<file path="config.mk">
export PLATFORM = sky130hd
export DESIGN_NAME = regbank_decoder
export DESIGN_NICKNAME = d
export VERILOG_FILES = /design/src/rtl/regbank_dec_pkg.sv /design/src/rtl/regbank_addr_stage.sv /design/src/rtl/regbank_bank_route.sv /design/src/rtl/regbank_word_port.sv /design/src/rtl/regbank_decoder.sv
export SDC_FILE = /design/constraint.sdc
export NUM_CORES = 1
export LEC_CHECK = 0
export BUFFER_PORTS_ARGS = -buffer_cell sky130_fd_sc_hd__buf_2
export CAP_MARGIN = 20
export CORE_MARGIN = 2
export CORE_UTILIZATION = 45
export DETAILED_ROUTE_END_ITERATION = 8
export GPL_ROUTABILITY_DRIVEN = 0
export PLACE_DENSITY = 0.82
export SYNTH_ARGS = -nofsm -noshare
export SYNTH_HDL_FRONTEND = slang
export SYNTH_HIERARCHICAL = 1
export SYNTH_SLANG_ARGS = --single-unit
export TNS_END_PERCENT = 10
</file>
<file path="constraint.sdc">
create_clock -name clk -period 2.2 [get_ports clk]
set_clock_uncertainty 0.1 [all_clocks]
set_input_delay 0.11 -clock clk [delete_from_list [all_inputs] [get_ports clk]]
set_output_delay 0.11 -clock clk [all_outputs]
set_load 0.005 [all_outputs]
</file>
<file path="src/rtl/regbank_dec_pkg.sv">
package regbank_dec_pkg;

   localparam int ACC_RW = 0;
   localparam int ACC_RO = 1;
   localparam int ACC_WO = 2;

   // logical register map, in address order
   localparam int N_LREG = 5;
   localparam int LREG_WIDTH [N_LREG] = '{8, 12, 16, 8, 16};
   localparam int LREG_WORDS [N_LREG] = '{1, 2, 2, 1, 2};
   localparam int LREG_ACC   [N_LREG] = '{ACC_RW, ACC_RW, ACC_RO, ACC_WO, ACC_RW};
   localparam int LREG_RDFX  [N_LREG] = '{0, 0, 1, 0, 0};
   localparam int LREG_NBANK [N_LREG] = '{1, 1, 1, 1, 3};

   // selector codes naming each physical copy of a banked register
   localparam int MAX_BANK = 3;
   localparam int BANK_CODE [MAX_BANK] = '{0, 1, 3};

   // selector field location
   localparam int SEL_REG = 0;
   localparam int SEL_LSB = 0;
   localparam int SEL_W   = 2;

   function automatic int word_base(input int r);
      int s = 0;
      for (int j = 0; j < r; j++) s += LREG_WORDS[j];
      return s;
   endfunction

   function automatic int bit_base(input int r);
      int s = 0;
      for (int j = 0; j < r; j++) s += LREG_NBANK[j] * LREG_WIDTH[j];
      return s;
   endfunction

   function automatic int wsel_base(input int r);
      int s = 0;
      for (int j = 0; j < r; j++) s += LREG_NBANK[j] * LREG_WORDS[j];
      return s;
   endfunction

   localparam int N_AWORDS  = word_base(N_LREG);
   localparam int PHYS_BITS = bit_base(N_LREG);
   localparam int N_WSEL    = wsel_base(N_LREG);

endpackage

</file>
<file path="src/rtl/regbank_addr_stage.sv">
module regbank_addr_stage #(
   parameter int ADDR_W = 6
) (
   input  logic              clk,
   input  logic              rst_n,
   input  logic [ADDR_W-1:0] addr_i,
   input  logic              rd_en_i,
   input  logic              wr_en_i,
   output logic [ADDR_W-1:0] addr_q,
   output logic              rd_q,
   output logic              wr_q
);

   always_ff @(posedge clk or negedge rst_n) begin
      if (!rst_n) begin
         addr_q <= '0;
         rd_q   <= 1'b0;
         wr_q   <= 1'b0;
      end else begin
         addr_q <= addr_i;
         rd_q   <= rd_en_i;
         wr_q   <= wr_en_i;
      end
   end

endmodule

</file>
<file path="src/rtl/regbank_bank_route.sv">
module regbank_bank_route
   import regbank_dec_pkg::*;
#(
   parameter int WIDTH = 16,
   parameter int WORDS = 2,
   parameter int NBANK = 1
) (
   input  logic [SEL_W-1:0]       sel_i,
   input  logic [NBANK*WIDTH-1:0] phys_i,
   input  logic [WORDS-1:0]       wsel_i,
   output logic [WIDTH-1:0]       val_o,
   output logic                   ok_o,
   output logic [NBANK*WORDS-1:0] wsel_o
);

   if (NBANK > MAX_BANK) begin : g_bad_nbank
      $error("regbank_bank_route: NBANK exceeds the code table");
   end

   if (NBANK == 1) begin : g_plain
      logic unused_sel;
      assign unused_sel = ^sel_i;
      assign val_o  = phys_i;
      assign ok_o   = 1'b1;
      assign wsel_o = wsel_i;
   end else begin : g_banked
      always_comb begin
         val_o  = '0;
         ok_o   = 1'b0;
         wsel_o = '0;
         for (int b = 0; b < NBANK; b++) begin
            if (sel_i == SEL_W'(BANK_CODE[b])) begin
               val_o                     = phys_i[b*WIDTH +: WIDTH];
               ok_o                      = 1'b1;
               wsel_o[b*WORDS +: WORDS]  = wsel_i;
            end
         end
      end
   end

endmodule

</file>
<file path="src/rtl/regbank_word_port.sv">
module regbank_word_port
   import regbank_dec_pkg::*;
#(
   parameter int DATA_W = 8,
   parameter int LOC_W  = 4,
   parameter int BASE   = 0,
   parameter int WORDS  = 1,
   parameter int WIDTH  = 8,
   parameter int ACC    = 0,
   parameter int RDFX   = 0
) (
   input  logic              area_hit_i,
   input  logic [LOC_W-1:0]  loc_i,
   input  logic              rd_q_i,
   input  logic              wr_q_i,
   input  logic [WIDTH-1:0]  val_i,
   input  logic              ok_i,
   output logic [DATA_W-1:0] rd_data_o,
   output logic              rd_ok_o,
   output logic              wr_ok_o,
   output logic [WORDS-1:0]  wsel_o,
   output logic [WORDS-1:0]  rsel_o
);

   localparam int SLICE = WIDTH / WORDS;

   if (SLICE * WORDS != WIDTH) begin : g_bad_split
      $error("regbank_word_port: width is not a multiple of word count");
   end
   if (SLICE > DATA_W) begin : g_bad_slice
      $error("regbank_word_port: slice wider than bus word");
   end

   logic [WORDS-1:0] hit;

   for (genvar w = 0; w < WORDS; w++) begin : g_word
      localparam int ADR = BASE + w;
      assign hit[w]    = area_hit_i && (loc_i == LOC_W'(ADR));
      assign wsel_o[w] = wr_q_i && hit[w] && (ACC != ACC_RO);
      assign rsel_o[w] = rd_q_i && hit[w] && (RDFX != 0);
   end

   always_comb begin
      rd_data_o = '0;
      rd_ok_o   = 1'b0;
      wr_ok_o   = 1'b0;
      for (int w = 0; w < WORDS; w++) begin
         if (hit[w]) begin
            if (ACC != ACC_WO) begin
               rd_data_o = DATA_W'(val_i[w*SLICE +: SLICE]);
               rd_ok_o   = ok_i;
            end
            if (ACC != ACC_RO) wr_ok_o = ok_i;
         end
      end
   end

endmodule

</file>
<file path="src/rtl/regbank_decoder.sv">
module regbank_decoder
   import regbank_dec_pkg::*;
#(
   parameter int DATA_W  = 8,
   parameter int ADDR_W  = 6,
   parameter int AREA_W  = 2,
   parameter int AREA_ID = 1
) (
   input  logic                 clk,
   input  logic                 rst_n,
   input  logic [ADDR_W-1:0]    addr_i,
   input  logic                 rd_en_i,
   input  logic                 wr_en_i,
   input  logic [PHYS_BITS-1:0] phys_q_i,
   input  logic [DATA_W-1:0]    chain_rd_data_i,
   input  logic                 chain_rd_ok_i,
   output logic [N_WSEL-1:0]    wr_sel_o,
   output logic [N_AWORDS-1:0]  rd_sel_o,
   output logic [DATA_W-1:0]    rd_data_o,
   output logic                 rd_ok_o,
   output logic                 wr_ok_o
);

   localparam int LOC_W = ADDR_W - AREA_W;

   if (LOC_W < $clog2(N_AWORDS)) begin : g_bad_loc
      $error("regbank_decoder: local address too narrow for the map");
   end
   if (AREA_W > 0 && AREA_ID >= (1 << AREA_W)) begin : g_bad_area
      $error("regbank_decoder: area id does not fit");
   end

   logic [ADDR_W-1:0] addr_q;
   logic              rd_q;
   logic              wr_q;

   regbank_addr_stage #(.ADDR_W(ADDR_W)) u_stage (
      .clk     (clk),
      .rst_n   (rst_n),
      .addr_i  (addr_i),
      .rd_en_i (rd_en_i),
      .wr_en_i (wr_en_i),
      .addr_q  (addr_q),
      .rd_q    (rd_q),
      .wr_q    (wr_q)
   );

   logic             area_hit;
   logic [LOC_W-1:0] loc;

   if (AREA_W > 0) begin : g_area
      assign area_hit = (addr_q[ADDR_W-1 -: AREA_W] == AREA_W'(AREA_ID));
   end else begin : g_flat
      assign area_hit = 1'b1;
   end
   assign loc = addr_q[LOC_W-1:0];

   logic [SEL_W-1:0] sel;
   assign sel = phys_q_i[bit_base(SEL_REG) + SEL_LSB +: SEL_W];

   logic [DATA_W-1:0] rdd_c [N_LREG];
   logic [N_LREG-1:0] rok_c;
   logic [N_LREG-1:0] wok_c;

   for (genvar r = 0; r < N_LREG; r++) begin : g_reg
      localparam int W  = LREG_WIDTH[r];
      localparam int NW = LREG_WORDS[r];
      localparam int NB = LREG_NBANK[r];

      logic [W-1:0]  val;
      logic          bank_ok;
      logic [NW-1:0] wsel_log;

      regbank_word_port #(
         .DATA_W (DATA_W),
         .LOC_W  (LOC_W),
         .BASE   (word_base(r)),
         .WORDS  (NW),
         .WIDTH  (W),
         .ACC    (LREG_ACC[r]),
         .RDFX   (LREG_RDFX[r])
      ) u_port (
         .area_hit_i (area_hit),
         .loc_i      (loc),
         .rd_q_i     (rd_q),
         .wr_q_i     (wr_q),
         .val_i      (val),
         .ok_i       (bank_ok),
         .rd_data_o  (rdd_c[r]),
         .rd_ok_o    (rok_c[r]),
         .wr_ok_o    (wok_c[r]),
         .wsel_o     (wsel_log),
         .rsel_o     (rd_sel_o[word_base(r) +: NW])
      );

      regbank_bank_route #(
         .WIDTH (W),
         .WORDS (NW),
         .NBANK (NB)
      ) u_route (
         .sel_i  (sel),
         .phys_i (phys_q_i[bit_base(r) +: NB*W]),
         .wsel_i (wsel_log),
         .val_o  (val),
         .ok_o   (bank_ok),
         .wsel_o (wr_sel_o[wsel_base(r) +: NB*NW])
      );
   end

   logic [DATA_W-1:0] local_data;

   always_comb begin
      local_data = '0;
      for (int r = 0; r < N_LREG; r++) local_data |= rdd_c[r];
   end

   assign rd_data_o = area_hit ? local_data : chain_rd_data_i;
   assign rd_ok_o   = area_hit ? (|rok_c) : chain_rd_ok_i;
   assign wr_ok_o   = |wok_c;

endmodule

</file>
==> impl_metrics.toml <==
[clock_tree]
clk_pin_slew_ps = 40
cts_max_path_buffers = 2
post_cts_buffers = 0
cts_tree = "yes"
clock_sink_count = 8
h-tree-depth = 1
cts_buffers = 3
cts-root-buf = "clkbuf_8"

[placement]
detailed_place_hpwl_um = 4520
numPortBuffers = 124
placedCellCount = 412

[power]
p_leak_nw = 1.24
p_per_area_nw_per_um2 = 255
ir_drop_v = 0.000532
total_power_w = 0.000677

[die]
die_x_um = 76.8
fp.coreArea_um2 = 5110
row_count = 26
die_h_um = 76.8
die_area_um2 = 5890
initial_core_util = 0.466
ios = 141

[detailed_routing]
via_count = 2073
drc = 0
wire_per_inst_um = 13.4
drt-vias-per-instance = 4.89
first_pass_iters = 6
wirelength_um = 5670
drt_iter0_markers = 43
ant_nets = 0

[cells_and_area]
post_route_cells_drive_above_1_share = 0.492
fin_nets = 467
area_delta_synth_final_pct = 11.4
diodes = 0
final_cell_mix = "buf_2, nand3b_1, conb_1, mux2i_1, o2bb2ai_1"
fin_util = 0.520
instances_no_fill = 424
final_common_cell = "buf_2"

[synthesis]
synth_cells = 284
synth_area_um2 = 2380
yosysWarningCount = 6
synth_area_per_cell_um2 = 8.39

[timing]
fin_crit_ps = 2080
setup_viol = 0
post-route-period-util = 0.943
report.final.slew_viol_count = 0
rsz0062_at_grt = "false"
max_freq_ghz = 0.482
slew_headroom = 0.602
whs_ps = 160
tns_ps = 0
worst_slew_pin_slew_ps = 597
hold_violations = 0

[global_route]
antenna_found_initial = 0
grt_start_max_net_pins = 33
grt_pass1_wl_um = 9280
grt_overflow = 0
grtUsageTotal = 0.188
grt_pass1_vias = 2084

[worst_setup_path]
crit_arrival_ps = 1870
critPathCapture = "rd_data_o[0]"
critical_path.startpoint_type = "flip-flop"
endpoint_kind = "output pin"
worstPathRequired_ps = 1990
startpoint = "u_stage/addr_q[2]"
path_class = "flip-flop to output pin"
path_max_fanout = 10

[run]
maxCapViolCount = 0

[run_status]
outcome = "finished clean"

[min_path]
hold_class = "primary input to async pin"
## per-layer routing
layer	share of wire	vias up	routed length (µm)	track usage
li1	-	1062	-	-
met5	0	-	0	0
met3	0.064	2	364	0.0188
met4	0.0018	0	10	0.0273
met2	0.51	92	2920	0.363
met1	0.42	917	2380	0.225
## registers in the layout (all words and copies together) (netlist names)
register        cells
u_stage/addr_q      6
u_stage/rd_q        1
u_stage/wr_q        1
## power by group
part           switching [W]  internal (W)
Clock              0.0000493      0.000118
Combinational       0.000160      0.000185
Sequential        0.00000948      0.000155
Total               0.000219      0.000458
## final cells by class
class                   instances  area [µm²]
clock buffers                   3        41.3
well taps                      70        87.6
multi-input cells             200        1540
fillers                       504        2450
repair buffers                142         778
flip-flops and latches          8         200
inverters                       1        3.75
## worst min path at each step
| stage | end | start | cells after the start | slack (ps) |
|---|---|---|---|---|
| after floorplan | u_stage/addr_q[0] | rst_n | 0 | -290 |
| after global placement | u_stage/rd_q | rst_n | 1 | -150 |
| after detailed placement | u_stage/rd_q | rst_n | 1 | -150 |
| after CTS | u_stage/rd_q | rst_n | 2 | 150 |
| after global routing | u_stage/addr_q[2] | rst_n | 2 | 190 |
| final | u_stage/addr_q[2] | rst_n | 2 | 160 |
## stage by stage
stage / area, µm² / setup slack [ps]
2_1_floorplan: 2440 / 403
3_5_place_dp: 2520 / 277
3_3_place_gp: 2520 / 355
5_1_grt: 2660 / 3.08
4_1_cts: 2650 / 116
6_report: 2660 / 125
## repair_timing
item	4_1_cts	5_1_grt
endpoints found under the hold margin	16	0
gates resized for setup	0	1
endpoints found under the setup margin	0	2
hold buffers	9	0
## critical path, stage by stage (launching register included)
cell	delay (ps)
dfrtp_1	460
or3b_1	540
o22ai_1	290
nor3_1	90
a2bb2oi_2	130
buf_2	120
Power figures use the tool's default switching activity.
